--- config.mk ---
export PLATFORM = sky130hd
export DESIGN_NAME = periph_dma_chan
export DESIGN_NICKNAME = d
export VERILOG_FILES = /design/src/rtl/periph_dma_chan.sv
export SDC_FILE = /design/constraint.sdc
export NUM_CORES = 1
export LEC_CHECK = 0
export BUFFER_PORTS_ARGS = -buffer_cell sky130_fd_sc_hd__buf_2
export CORE_MARGIN = 2
export CORE_UTILIZATION = 55
export CTS_BUF_LIST = sky130_fd_sc_hd__clkbuf_16
export CTS_CLUSTER_DIAMETER = 50
export DETAILED_ROUTE_END_ITERATION = 8
export HOLD_SLACK_MARGIN = 0.05
export PLACE_DENSITY_LB_ADDON = 0.08
export SYNTH_ARGS = -nofsm -noshare
export SYNTH_HDL_FRONTEND = slang
export SYNTH_SLANG_ARGS = --single-unit
export TNS_END_PERCENT = 30
--- constraint.sdc ---
create_clock -name clk -period 3.9 [get_ports clk]
set_clock_uncertainty 0.1 [all_clocks]
set_input_delay 0 -clock clk [delete_from_list [all_inputs] [get_ports clk]]
set_output_delay 0 -clock clk [all_outputs]
set_load 0.01 [all_outputs]
--- src/rtl/periph_dma_chan.sv ---
module periph_dma_chan #(
  parameter int ADDR_W    = 32,
  parameter int CNT_W     = 16,
  parameter int PAW       = 12,
  parameter int CHAN_OFS  = 'h100,
  parameter bit TO_PERIPH = 1'b1
) (
  input  logic              clk,
  input  logic              rst_n,
  input  logic              reg_we,
  input  logic [PAW-1:0]    reg_addr,
  input  logic [31:0]       reg_wdata,
  output logic [31:0]       reg_rdata,
  output logic              mem_req,
  output logic              mem_we,
  output logic [ADDR_W-1:0] mem_addr,
  output logic [7:0]        mem_wdata,
  input  logic [7:0]        mem_rdata,
  input  logic              per_ready,
  output logic              per_strobe,
  output logic [7:0]        per_wdata,
  input  logic [7:0]        per_rdata,
  output logic              end_flag,
  output logic              irq
);
  localparam logic [PAW-1:0] OFS = PAW'(CHAN_OFS);

  logic [ADDR_W-1:0] ptr, nptr;
  logic [CNT_W-1:0]  cnt, ncnt;
  logic              ie, armed, pend;

  wire       hit = (reg_addr[PAW-1:5] == OFS[PAW-1:5]) && (reg_addr[1:0] == 2'b00);
  wire [2:0] idx = reg_addr[4:2];
  wire       wr  = reg_we && hit;

  wire go    = per_ready && armed && (cnt != '0) && !pend && !reg_we;
  wire chain = go && (cnt == CNT_W'(1)) && (ncnt != '0);

  always_ff @(posedge clk) begin
    if (!rst_n) begin
      ptr   <= '0;
      cnt   <= '0;
      nptr  <= '0;
      ncnt  <= '0;
      ie    <= 1'b0;
      armed <= 1'b1;
      pend  <= 1'b0;
    end else begin
      if (!per_ready) armed <= 1'b1;
      else if (go)    armed <= 1'b0;
      pend <= go && TO_PERIPH;
      if (chain) begin
        ptr  <= nptr;
        cnt  <= ncnt;
        ncnt <= '0;
      end else if (go) begin
        ptr <= ptr + 1'b1;
        cnt <= cnt - 1'b1;
      end
      if (wr && idx == 3'd0) ptr  <= reg_wdata[ADDR_W-1:0];
      if (wr && idx == 3'd1) cnt  <= reg_wdata[CNT_W-1:0];
      if (wr && idx == 3'd2) nptr <= reg_wdata[ADDR_W-1:0];
      if (wr && idx == 3'd3) ncnt <= reg_wdata[CNT_W-1:0];
      if (wr && idx == 3'd4) ie   <= reg_wdata[0];
    end
  end

  always_comb begin
    reg_rdata = '0;
    if (hit) begin
      case (idx)
        3'd0:    reg_rdata = 32'(ptr);
        3'd1:    reg_rdata = 32'(cnt);
        3'd2:    reg_rdata = 32'(nptr);
        3'd3:    reg_rdata = 32'(ncnt);
        3'd4:    reg_rdata = {31'd0, ie};
        default: reg_rdata = '0;
      endcase
    end
  end

  assign mem_req   = go;
  assign mem_we    = !TO_PERIPH;
  assign mem_addr  = ptr;
  assign mem_wdata = per_rdata;
  assign per_wdata = mem_rdata;
  assign end_flag  = (cnt == '0);
  assign irq       = end_flag && ie;

  generate
    if (TO_PERIPH) begin : g_tx
      assign per_strobe = pend;
    end else begin : g_rx
      assign per_strobe = go;
    end
  endgenerate
endmodule

==> flow_summary_export.csv <==
group,metric,value,unit
status,run_status,"complete, no violations",
global_route,grt_max_degree,62,
sta,post-route-period-util,0.779,
die,die_h,110,um
layout,final_common_cell,"nand2_1",
placement,dp.final_hpwl,13700,um
logic_synthesis,synth_fp_nets,883,
drt,vias_per_cell,6.42,
worst_setup_path,critPathArrivalTime,3.20,ns
layout,regArea,1980,um^2
sta,worstMarginPinSlew,1.15,ns
cts,h-tree-depth,3,
logic_synthesis,yosysWarnings,0,
power_and_ir_drop,pwr-share-clk,0.219,
cts,cts-root-buf,"clkbuf_16",
power_and_ir_drop,internal-power,2.39,mW
cts,clock_path_buffers,2,
die,die_x,110,um
worst_setup_path,worst_setup_path_end_kind,"flip-flop",
die,core-area,10900,um^2
worst_setup_path,path_class,"flip-flop to flip-flop",
power_and_ir_drop,p_switching,1.62,mW
layout,utilization,0.682,
min_path,min_from,"reg_addr[10]",
logic_synthesis,netlist_area,6220,um^2
power_and_ir_drop,comb_power_share,0.460,
sta,report.final.hold_viol_count,0,
cts,ctsResizeCount,0,
min_path,worstHoldEndpoint,"ie",
die,initial_core_util,0.569,
drt,dr.pass1.iters,6,
layout,drive_above_1_share,0.195,
worst_setup_path,cp_max_fo,26,
layout,fill_cells,954,
die,dieArea,12200,um^2
placement,place.gp.congestion,0.959,
power_and_ir_drop,p_sw_frac,0.404,
layout,multi_input_area,3760,um^2
worst_setup_path,required,4.07,ns
global_route,antenna_found_initial,0,
logic_synthesis,syn_avg_cell_area,7.63,um^2
flow_run,maxCapViolCount,0,
logic_synthesis,synth-seq-cells,99,
power_and_ir_drop,power_frac_seq,0.322,
sta,min_period,3.04,ns
min_path,hold_class,"input pin to flip-flop",
sta,grt_setup_unrepaired,"false",
drt,wl_per_cell,19.6,um
cts,cts_buffers,9,
layout,syn_to_final_growth,19.8,%
worst_setup_path,crit_path_start_kind,"flip-flop",
placement,io_buffers,115,
logic_synthesis,ys_seq_area_frac,0.319,
min_path,hold_depth,7,
power_and_ir_drop,ir_drop,323,uV
cts,cts_tree,"done",
logic_synthesis,ys_types,60,
power_and_ir_drop,p_per_area,537,nW/um^2
sta,fin_hold_ws,0.124,ns
drt,ant_nets,0,
layout,most-common-layout-cells,"nand2_1, buf_2, dfxtp_1",
global_route,grt.overflow.total,0,
sta,setup_viol,0,
layout,layout.nets,994,
drt,vias,6880,
layout,antennaDiodeCount,0,
drt,wl,21000,um
worst_setup_path,rr_startpoint,"cnt[0]",
die,io_pins,149,
cts,cts_sinks,99,
global_route,grt_pass1_vias,6238,
logic_synthesis,synth_flop_cell,"dfxtp_1",
sta,clock.fmax,329,MHz
cts,clk_pin_slew,0.07,ns
sta,max_slew_margin,0.235,
die,rows,38,
sta,fin_setup_tns,0,ns
drt,drc,0,
worst_setup_path,r2r_cells,10,
worst_setup_path,worstReg2RegEnd,"mem_addr[22]",
drt,first_iter_violations,667,
global_route,track_usage,0.343,
power_and_ir_drop,p_leak,2.90,nW
sta,slew_violations,0,
logic_synthesis,synth_enable_flop_cells,0,
logic_synthesis,async_flop_share,0,
global_route,grt_pass1_wl,32200,um
logic_synthesis,syn_inst,816,
worst_setup_path,reg2reg_slack,0.86,ns
cts,clk_latency,0.36,ns
cell usage after synthesis, types with 6 or more instances:
| cell type | number | area, um^2 |
|---|---|---|
| o21ai_0 | 15 | 75.1 |
| nand4_1 | 13 | 81.3 |
| dfxtp_1 | 99 | 1980 |
| o22ai_1 | 13 | 81.3 |
| a21oi_1 | 78 | 390 |
| buf_2 | 11 | 55.1 |
| and2_1 | 7 | 43.8 |
| buf_6 | 7 | 78.8 |
| nor2_1 | 97 | 364 |
| nor4_1 | 14 | 87.6 |
| xnor2_1 | 10 | 87.6 |
| inv_1 | 9 | 33.8 |
| mux2_2 | 18 | 203 |
| nand2_1 | 116 | 435 |
| nor3_1 | 23 | 115 |
| o211ai_1 | 20 | 150 |
| buf_4 | 21 | 158 |
| nand3_1 | 16 | 80.1 |
| xor2_1 | 26 | 228 |
| a22oi_1 | 85 | 638 |
| clkbuf_1 | 41 | 154 |
| o32ai_1 | 6 | 52.6 |
through the flow:
step | area (um^2) | total power [mW] | worst slack [ns] | instances
after floorplan | 6220 | 2.77 | 1.66 | 816
after global placement | 6660 | 3.03 | 1.09 | 1004
after CTS | 7460 | 3.98 | 0.968 | 1071
after detailed placement | 6660 | 3.06 | 1.01 | 1004
final | 7460 | 4.01 | 0.864 | 1071
after global routing | 7460 | 4.26 | 0.734 | 1071
cells by family (layout without fill, tap and decap cells):
logic type | after synthesis | after routing | synth area share
compound gates | 236 | 236 | 0.248
buf+inv | 95 | 210 | 0.0810
simple gates | 326 | 326 | 0.260
other cells | 1 | 1 | 0.000603
xor+xnor | 36 | 36 | 0.0507
mux | 20 | 20 | 0.0358
flops | 99 | 99 | 0.319
fa+ha+maj | 3 | 3 | 0.00603
repair_timing:
action / CTS / global route
endpoints found under the hold margin: 114 / 0
setup buffers: 0 / 0
hold buffers: 52 / 0
critical path: stages, from the launching register on:
cell and delay, ns:
dfxtp_1 0.44, inv_1 0.09, ha_1 0.24, nor4b_1 0.16, and4_4 0.22, or2b_2 0.39
inv_4 0.29, nand2_1 0.39, inv_1 0.33, o21ai_0 0.13, o22ai_1 0.15
how the worst max path moves through the flow:
stage                 from      endpoint
finish              cnt[0]  mem_addr[22]
global route        cnt[0]  mem_addr[16]
CTS                 cnt[0]  mem_addr[22]
detailed placement  cnt[0]  mem_addr[22]
global placement    cnt[0]  mem_addr[22]
floorplan           cnt[0]  mem_addr[11]
flip-flops by register name, indices dropped and copies added, names as in the netlist:
signal      flops
armed           1
cnt            16
ie              1
mem_addr       32
ncnt           16
nptr           32
per_strobe      1
metal layers:
layer	part of all wire	up-vias	global-route usage	routed length, um
met5	0	-	0	0
met4	0.040	0	0.184	845
met3	0.078	70	0.0553	1640
met2	0.48	400	0.573	10100
met1	0.40	3244	0.422	8400
li1	-	3166	-	-
power groups by stage:
stage          logic [mW]  registers [mW]  clock network, mW
2_1_floorplan        1.53            1.23                  0
3_3_place_gp         1.73            1.29                  0
4_1_cts              1.82            1.28              0.880
6_report             1.84            1.29              0.875
5_1_grt              2.05            1.30              0.915
3_5_place_dp         1.76            1.30                  0
cell type report:
cell class | instances | share of cell area
clock buffer | 9 | 0.0302
clock inverter | 6 | 0.00671
inverter | 11 | 0.00587
multi-input combinational | 622 | 0.504
sequential | 99 | 0.266
tap | 140 | 0.0235
timing repair buffer | 184 | 0.164
(Power assumes the default switching activity.)
